===== src/rtl/bpj_pkg.sv =====
package bpj_pkg;

    typedef enum logic [2:0] {
        ST_IDLE    = 3'd0,
        ST_JAM     = 3'd1,
        ST_GAP     = 3'd2,
        ST_XMIT    = 3'd3,
        ST_POSTGAP = 3'd4
    } bpj_state_e;

    typedef struct packed {
        bpj_state_e state;
    } bpj_regs_t;

endpackage


===== src/rtl/bpj_gap_timer.sv =====
module bpj_gap_timer #(
    parameter int GAP_BYTES = 12
) (
    input  logic clk,
    input  logic rst,
    input  logic run,
    output logic done
);
    localparam int CW = (GAP_BYTES < 2) ? 1 : $clog2(GAP_BYTES);
    localparam logic [CW-1:0] LAST = CW'(GAP_BYTES - 1);

    logic [CW-1:0] cnt_d, cnt_q;

    always_comb begin
        cnt_d = run ? cnt_q + 1'b1 : '0;
        done  = run && (cnt_q == LAST);
    end

    always_ff @(posedge clk) begin
        if (rst) cnt_q <= '0;
        else     cnt_q <= cnt_d;
    end

    // the count never runs past the last gap byte
    a_r5_count_bounded: assert property (@(posedge clk) disable iff (rst)
        run |-> cnt_q <= LAST);

    // leaving run clears the count for the next gap
    a_r5_count_clears: assert property (@(posedge clk) disable iff (rst)
        !run |=> cnt_q == '0);

endmodule


===== src/rtl/bpj_jam_src.sv =====
module bpj_jam_src #(
    parameter int                 DATA_W   = 8,
    parameter logic [DATA_W-1:0]  JAM_BYTE = 8'h55
) (
    input  logic              en,
    output logic [DATA_W-1:0] data,
    output logic              valid
);
    always_comb begin
        valid = en;
        data  = en ? JAM_BYTE : '0;
    end
endmodule


===== src/rtl/bpj_backpressure.sv =====
module bpj_backpressure
    import bpj_pkg::*;
#(
    parameter int                DATA_W    = 8,
    parameter logic [DATA_W-1:0] JAM_BYTE  = 8'h55,
    parameter int                GAP_BYTES = 12
) (
    input  logic              clk,
    input  logic              rst,
    input  logic [1:0]        fc_mode,
    input  logic              frame_req,
    input  logic              tx_done,
    output logic              frame_grant,
    output logic [DATA_W-1:0] tx_data,
    output logic              tx_valid
);
    localparam int QW = $clog2(GAP_BYTES + 2) + 1;
    localparam logic [QW-1:0] Q_GAP = QW'(GAP_BYTES);
    localparam logic [QW-1:0] Q_SAT = QW'(GAP_BYTES + 1);

    bpj_regs_t r_d, r_q;
    logic      fc_on;
    logic      gap_done;

    assign fc_on = (fc_mode != 2'b00);

    bpj_gap_timer #(.GAP_BYTES(GAP_BYTES)) u_gap (
        .clk  (clk),
        .rst  (rst),
        .run  (r_q.state == ST_GAP),
        .done (gap_done)
    );

    bpj_jam_src #(.DATA_W(DATA_W), .JAM_BYTE(JAM_BYTE)) u_src (
        .en    (r_q.state == ST_JAM),
        .data  (tx_data),
        .valid (tx_valid)
    );

    assign frame_grant = (r_q.state == ST_XMIT);

    always_comb begin
        r_d = r_q;
        case (r_q.state)
            ST_IDLE:    if (fc_on) r_d.state = ST_JAM;
            ST_JAM: begin
                if (!fc_on)         r_d.state = ST_IDLE;
                else if (frame_req) r_d.state = ST_GAP;
            end
            ST_GAP:     if (gap_done) r_d.state = ST_XMIT;
            ST_XMIT:    if (tx_done)  r_d.state = ST_POSTGAP;
            ST_POSTGAP: r_d.state = fc_on ? ST_JAM : ST_IDLE;
            default:    r_d.state = ST_IDLE;
        endcase
    end

    always_ff @(posedge clk) begin
        if (rst) r_q.state <= ST_IDLE;
        else     r_q       <= r_d;
    end

    // Quiet-run counter used only by the gap-length check
    logic [QW-1:0] quiet_q;
    always_ff @(posedge clk) begin
        if (rst)                          quiet_q <= '0;
        else if (tx_valid || frame_grant) quiet_q <= '0;
        else if (quiet_q != Q_SAT)        quiet_q <= quiet_q + 1'b1;
    end

    a_r1_reset_quiet: assert property (@(posedge clk)
        rst |=> !tx_valid && !frame_grant);

    a_r2_idle_off: assert property (@(posedge clk) disable iff (rst)
        (!tx_valid && !frame_grant && !fc_on && r_q.state == ST_IDLE) |=> !tx_valid);

    a_r3_pattern: assert property (@(posedge clk) disable iff (rst)
        tx_valid |-> tx_data == JAM_BYTE);

    a_r4_stop_on_req: assert property (@(posedge clk) disable iff (rst)
        (tx_valid && frame_req) |=> !tx_valid && !frame_grant);

    a_r5_gap_exact: assert property (@(posedge clk) disable iff (rst)
        $rose(frame_grant) |-> quiet_q == Q_GAP);

    a_r6_no_jam_with_grant: assert property (@(posedge clk) disable iff (rst)
        !(frame_grant && tx_valid));

    a_r6_grant_release: assert property (@(posedge clk) disable iff (rst)
        (frame_grant && tx_done) |=> !frame_grant && !tx_valid);

    a_r9_stop_on_off: assert property (@(posedge clk) disable iff (rst)
        (tx_valid && !fc_on) |=> !tx_valid);

endmodule


===== config.mk =====
export PLATFORM = sky130hd
export DESIGN_NAME = bpj_backpressure
export DESIGN_NICKNAME = d
export VERILOG_FILES = /design/src/rtl/bpj_pkg.sv /design/src/rtl/bpj_gap_timer.sv /design/src/rtl/bpj_jam_src.sv /design/src/rtl/bpj_backpressure.sv
export SDC_FILE = /design/constraint.sdc
export NUM_CORES = 1
export LEC_CHECK = 0
export ABC_CLOCK_PERIOD_IN_PS = 1600
export BUFFER_PORTS_ARGS = -buffer_cell sky130_fd_sc_hd__buf_2
export CORE_UTILIZATION = 26
export CTS_CLUSTER_SIZE = 30
export DETAILED_ROUTE_END_ITERATION = 7
export SYNTH_ARGS = -nofsm -noshare
export SYNTH_HDL_FRONTEND = slang
export SYNTH_HIERARCHICAL = 1
export SYNTH_SLANG_ARGS = --single-unit
export TNS_END_PERCENT = 20

===== constraint.sdc =====
create_clock -name clk -period 1.6 [get_ports clk]
set_clock_uncertainty 0.1 [all_clocks]
set_input_delay 0.08 -clock clk [delete_from_list [all_inputs] [get_ports clk]]
set_output_delay 0.08 -clock clk [all_outputs]
set_load 0.01 [all_outputs]

After elaboration in Yosys (flattened, before gate mapping)
Index checks and enable logic that the tools add are counted.
{"block": "op_classes", "add_sub_neg": 1, "eq_ne": 9, "muxes": 8, "n_bitwise": 1, "reduce_logical": 5}
{"cell": "2-to-1 mux 3 bit", "count": 5}
{"cell": "case mux 3 bit (5 select lines)", "count": 1}
{"cell": "2-to-1 mux 7 bit", "count": 1}
{"cell": "equality test 3 x 2 -> 1 bit (second input constant)", "count": 2}
{"cell": "!= test 2 bit (second input constant)", "count": 3}
{"cell": "adder 4 x 1 -> 4 bit (second input constant)", "count": 1}
{"cell": "equality test 4 bit (second input constant)", "count": 1}
{"cell": "AND reduction 4 bit", "count": 1}
{"cell": "equality test 3 x 1 -> 1 bit (second input constant)", "count": 1}
{"cell": "equality test 3 bit (second input constant)", "count": 1}
{"cell": "logical NOT 3 bit", "count": 1}
{"cell": "!= test 3 bit (second input constant)", "count": 1}
{"cell": "nonzero test 2 bit", "count": 1}
{"cell": "OR reduction 2 bit", "count": 1}
{"cell": "logical AND 1 bit", "count": 1}
{"cell": "2-to-1 mux 1 bit", "count": 1}
{"cell": "NOT 1 bit", "count": 1}
{"block": "word_totals", "reg_bits": 7, "in_bits": 6, "out_inout_bits": 10}

Depth between registers and ports, before layout
Gate-level depths: netlist (run 1).
{"block": "depth", "ltp_word": 4, "depth_mapped": 6, "mapped_depth_nobuf": 6}

Cells and area by module
The synthesis (run 1) kept the hierarchy.
{"module": "bpj_backpressure", "instances": 1, "cells_each": 25, "area_per_inst_um2": 203.9}
{"module": "bpj_gap_timer", "instances": 1, "cells_each": 16, "area_per_inst_um2": 166.4}
{"module": "bpj_jam_src", "instances": 1, "cells_each": 10, "area_per_inst_um2": 71.3}

Least setup slack after synthesis (run 1)
OpenSTA, ideal clock, no wires.
{"block": "synth_timing", "path_kind": "reg-to-reg", "startpoint": "reg r_q[0] (netlist name)", "endpoint": "reg r_q[1] (netlist name)", "setup_ns": 0.103, "arrival_time_ns": 1.250, "t_required_ns": 1.397, "slack_ns": 0.146, "stages_incl_launch_ff": 7, "path_buffers": 0, "synth_period_minus_slack_ns": 1.454, "cell_sequence": "dfxtp_1 > nor2_1 > and2_1 > and4b_2 > nor2b_1 > o21ai_1 > a2111oi_2"}
{"block": "synth_via", "elab_chain_len": 4, "elab_cells_between_ends": 12, "cone_classes": "eq/ne: 8; mux: 1; reduce/logical: 3"}
{"item": "from (decl)", "line_no": "bpj_backpressure.sv:21", "source": "bpj_regs_t r_d, r_q;"}
{"item": "from (signal assigned)", "line_no": "bpj_backpressure.sv:59", "source": "else r_q <= r_d;"}
{"item": "equality test 3 x 2 -> 1 bit", "line_no": "bpj_backpressure.sv:30", "source": ".run (r_q.state == ST_GAP),"}
{"item": "logical AND 1 bit", "line_no": "bpj_gap_timer.sv:16", "source": "done = run && (cnt_q == LAST);"}
{"item": "net gap_done", "line_no": "bpj_backpressure.sv:23", "source": "logic gap_done;"}
{"item": "!= test 2 bit (no line)"}
{"item": "AND reduction 4 bit (no line)"}
The timed path passes the listed nets, and every way through them passes these cells.
A chain may end at the register's enable or synchronous reset.

Worst setup path after layout (run 1)
Same ends and word-level chain as after synthesis.

==> results.txt, run 1 <==
clock tree buffer depth - 2
# clock sinks - 7
detailed placement HPWL - 564 um
HP Class - input port to register
Port Buf Inserts - 11
first-pass GRT wire length - 1230 um
area of the mapped netlist - 442 um2
CP Launch Point - r_q[0]
fin. max-slew vios - 0
Setup Buffers After CTS - 0
Setup TNS - 0 ns
GP Congestion - 0.689
reg2reg start - r_q[0]
cell taking the most area after synthesis - dfxtp_1
CORE AREA - 0.00154 mm2
Max Cap Viol - 0
Post-DP Area - 483 um2
top cells by area, synth - dfxtp_1 32%, buf_4 15%, nor2_1 5.9%
DRC viols - 0
vias per inst - 4.51
hold path startpoint - tx_done
share of layout cells above drive strength 1 - 0.313
Antenna Nets Post-Route - 0
outcome - finished clean
crit path kind - register to register
Setup crit start kind - register
GRT Total Usage - 0.0878
placed cells - 75
Pleak - 0.246 nW
# H-tree levels - 1
fraction of registers with async set/reset - 0
required time of the critical path - 1.65 ns
Synth cell types - 25
final period utilization - 0.933
crit path time final - 1.49 ns
yosys warns - 6
Layout area overhead - 17.6%
Die Wd - 43.2 um
Die Y - 43.2 um
Starting DRT DRC Count - 8
Final Non-Filler Cells - 80
TritonCTS clock tree - yes
RSZ-0062 raised after global routing - false
Routed WL - 717 um
Reg2Reg Setup Slack - 0.11 ns
FP Rows - 14
total power - 592 uW
Vias - 361
Synth Instances - 51
PD cells - 1140 mW/mm2
Crit Path Max Fanout - 4
fmax - 0.670 GHz
commonest non-fill, non-tap cells in the layout - 11 x buf_2, 7 x nor2_1, 7 x dfxtp_1
Total Nets Final - 72
top_reg_cell synth - dfxtp_1
1st-pass router iterations - 4
cell area after layout - 519 um2
number of global-route vias before repair - 309
Yosys reg bits - 7
Place WS - 0.109 ns
Worst-path clk slew - 0.05 ns
gr ovfl total - 0
Fin. Hold Viols - 0
endpoint class of the critical path - register
# IOs - 16
clk root buf - clkbuf_4
commonest non-fill, non-tap cell in the layout - buf_2
Storage cell area - 140 um2
Initial Utilization - 0.287
top-area cell type share of the netlist area - 0.317
Die Area - 0.00187 mm2
Post-synth EDFFs - 0
Num CTS Buffers - 3
initial antenna violation count - 0
largest net degree at the start of global routing - 9
Max IR drop VDD - 0.496 mV
Multi-input gate area - 238 um2
worst path arrival time - 1.54 ns
Seq/Total Area, Yosys - 0.317
Mapped Avg Cell Area - 8.66 um2
Finish-stage setup viols - 0
final worst slack - 0.107 ns
Hold Slack - 0.0181 ns
wire per inst - 8.96 um
ANT cells - 0
filler cell count - 160
clock latency on the worst-skew pair - 0.25 ns
Core Util, Final - 0.337
[critical path: stages, from the launching register on]
cell and delay [ns]:
dfxtp_1 0.33, nor2_1 0.06, and2_1 0.18, and4b_2 0.21, nor2b_1 0.11, o21ai_1 0.10
a2111oi_2 0.30
[where the power goes]
| part | switching [mW] | internal [mW] |
|---|---|---|
| Combinational | 0.122 | 0.109 |
| Clock | 0.0628 | 0.0950 |
| Sequential | 0.00945 | 0.194 |
[registers in the layout, summed over array words and instances, names as in the netlist]
name and count:
u_gap/cnt_q 4, r_q 3
[Yosys cell counts (all sizes together), types with 2 or more instances]
| master | count |
|---|---|
| nor2 | 7 |
| nor3 | 3 |
| buf | 9 |
| inv | 2 |
| o21bai | 2 |
| nor3b | 3 |
| dfxtp | 7 |
| nand3b | 2 |
[final cells by class]
class / instances / area share
Inverter: 2 / 0.0145
Multi-Input combinational cell: 36 / 0.458
Clock buffer: 4 / 0.0506
Tap cell: 16 / 0.0386
Sequential cell: 7 / 0.270
Timing Repair Buffer: 15 / 0.169
[worst paths after layout]
check,endpoint,cells after the start
setup / recovery,r_q[1],6
hold / removal,r_q[2],2
setup reg to reg,r_q[1],6
hold reg to reg,u_gap/cnt_q[0],1
[cells by family after synthesis]
kind of cell | after synthesis | synth area share
AND/OR/NAND/NOR | 23 | 0.326
buffers and inverters | 11 | 0.170
flip-flops | 7 | 0.317
AO/OA/AOI/OAI | 6 | 0.108
adder cells (fa/ha/maj) | 1 | 0.0283
other | 1 | 0.00849
XOR/XNOR | 1 | 0.0198
multiplexers | 1 | 0.0227
[per-layer routing]
metal	vias to the layer above	GRT usage	wire length (um)	share of wire
li1	186	-	-	-
met1	154	0.109	322	0.45
met2	21	0.128	313	0.44
met3	0	0.0553	81	0.11
met4	0	0.0182	0	0
met5	-	0	0	0
[timing repair]
action	4_1_cts	5_1_grt
hold endpoints to repair	3	0
hold buffers	1	0
gates resized for setup	0	0
Power figures use the tool's default switching activity.
==> inputs of run 2 (changes only) <==
Settings changed: ABC_AREA from default to 1.
==> results.txt, run 2 <==
outcome - finished clean
Total Nets Final - 93
Routed WL - 793 um
TritonCTS clock tree - yes
clock latency on the worst-skew pair - 0.25 ns
fin. max-slew vios - 0
Max Cap Viol - 0
top_reg_cell synth - dfxtp_1
# IOs - 16
crit path kind - register to register
GRT Total Usage - 0.0882
Synth Area in Compound Gates - 0.0391
Mapped Avg Cell Area - 6.67 um2
simple-gate area share of the yosys netlist - 0.401
largest family of logic cells by synthesized area - simple AND/OR/NAND/NOR gates
yosys warns - 6
Worst-path clk slew - 0.05 ns
Core Util, Final - 0.338
clk root buf - clkbuf_4
Post-Synth XOR/XNOR Area - 0
vias per inst - 3.90
Port Buf Inserts - 11
Antenna Nets Post-Route - 0
CORE AREA - 0.00173 mm2
biggest regs - u_gap/cnt_q: 4 flops, r_q: 3 flops
Storage cell area - 141 um2
endpoint class of the critical path - register
fraction of registers with async set/reset - 0
ANT cells - 0
Setup Buffers After CTS - 0
mux contribution to synthesized area - 0
largest net degree at the start of global routing - 7
crit path time final - 1.51 ns
FP Rows - 15
area of the mapped netlist - 480 um2
Seq/Total Area, Yosys - 0.292
Die Wd - 45.0 um
Layout area overhead - 21.4%
Die Y - 45.0 um
Setup TNS - 0 ns
# H-tree levels - 1
Setup crit start kind - register
worst path arrival time - 1.56 ns
top cells by area, synth - dfxtp_1 29%, buf_4 14%, nor2_1 13%
commonest non-fill, non-tap cell in the layout - nor2_1
r2r worst-path depth - 11
Num CTS Buffers - 3
Pleak - 0.298 nW
wire per inst - 7.21 um
initial antenna violation count - 0
gr ovfl total - 0
1st-pass router iterations - 4
Multi-input gate area - 251 um2
number of global-route vias before repair - 323
Synth cell types - 17
first-pass GRT wire length - 1230 um
Crit Path Max Fanout - 3
cell taking the most area after synthesis - dfxtp_1
cell area after layout - 583 um2
Post-Synth Adder-Cell Area - 0.0260
Max IR drop VDD - 0.538 mV
Hold Slack - 0.129 ns
Synth Instances - 72
Post-DP Area - 533 um2
Largest Register - u_gap/cnt_q
Post-synth EDFFs - 0
CP Launch Point - u_gap/cnt_q[1]
fmax - 0.663 GHz
RSZ-0062 raised after global routing - true
Place WS - 0.0436 ns
Fin. Hold Viols - 0
Finish-stage setup viols - 0
Post-synth top cells - 16 x nor2_1, 12 x nand2_1, 9 x buf_4, 9 x inv_1, 7 x dfxtp_1
Yosys reg bits - 7
Die Area - 0.00202 mm2
commonest non-fill, non-tap cells in the layout - 15 x nor2_1, 11 x nand2_1, 11 x buf_2
reg2reg start - u_gap/cnt_q[1]
hold path startpoint - tx_done
# clock sinks - 7
top-count cell post-synth - nor2_1
Starting DRT DRC Count - 3
share of layout cells above drive strength 1 - 0.388
PD cells - 1290 mW/mm2
final period utilization - 0.943
clock tree buffer depth - 2
DRC viols - 0
filler cell count - 200
top-area cell type share of the netlist area - 0.292
max reg flops - 4
Vias - 429
Hold Path Cell Cnt - 5
GP Congestion - 0.763
required time of the critical path - 1.65 ns
final worst slack - 0.0906 ns
detailed placement HPWL - 652 um
HP Class - input port to register
Initial Utilization - 0.278
==> run 2: cell types whose count changed after synthesis, moves of 2 or more <==
cell,change
nand2_1,+12
nor2_1,+9
inv_1,+7
inv_2,+3
nor3b_1,-3
nand3_2,+2
nand3b_1,-2
nor2_2,+2
nor3_1,-2
nor3_2,+2
o21bai_1,-2
==> run 2: area by class of cell <==
cell class	instances	share of cell area
tap	25	0.0536
timing repair buffer	15	0.150
multi-input combinational	47	0.431
inverter	12	0.0773
clock buffer	4	0.0451
sequential	7	0.242
==> run 2: metal layers <==
layer	part of all wire	vias to the layer above	GRT usage
li1	-	230	-
met1	0.45	180	0.0934
met2	0.44	16	0.145
met3	0.095	3	0.0480
met4	0.018	0	0.0364
met5	0	-	0
==> run 2: cell families (layout without fill, tap and decap cells) <==
logic type      after synthesis  in the layout
compound gates                3              3
fa+ha+maj                     1              1
buf+inv                      21             31
flops                         7              7
other cells                   1              4
simple gates                 39             39
==> run 2: final timing paths <==
path | endpoint | slack [ns]
min | r_q[2] | 0.13
max reg2reg | r_q[0] | 0.09
max | r_q[0] | 0.09
min reg2reg | u_gap/cnt_q[0] | 0.39
==> run 2: worst max-delay path, stage by stage (launching register included) <==
cell and delay (ns):
dfxtp_1 0.32, ha_1 0.14, inv_1 0.05, or2_4 0.23, nor3_2 0.10, nand2_1 0.08
nand2_2 0.07, inv_1 0.05, nand2_2 0.08, nand3_4 0.09, nor2_2 0.08, nor2_1 0.04
==> run 2: what timing repair did <==
action / CTS / global route
setup endpoints to repair: 0 / 3
hold buffers: 1 / 0
endpoints found under the hold margin: 1 / 0
resized for setup: 0 / 4
==> run 2: power by group <==
group	internal (mW)	switching (mW)	leakage, nW
Clock	0.0951	0.0640	0.0150
Combinational	0.149	0.227	0.226
Sequential	0.201	0.0163	0.0575
Total	0.445	0.307	0.298
==> run 2: through the flow <==
stage / std cells / total power, mW
floorplan: 75 / 0.523
global placement: 105 / 0.574
detailed placement: 105 / 0.575
CTS: 110 / 0.743
global route: 110 / 0.816
finish: 110 / 0.752
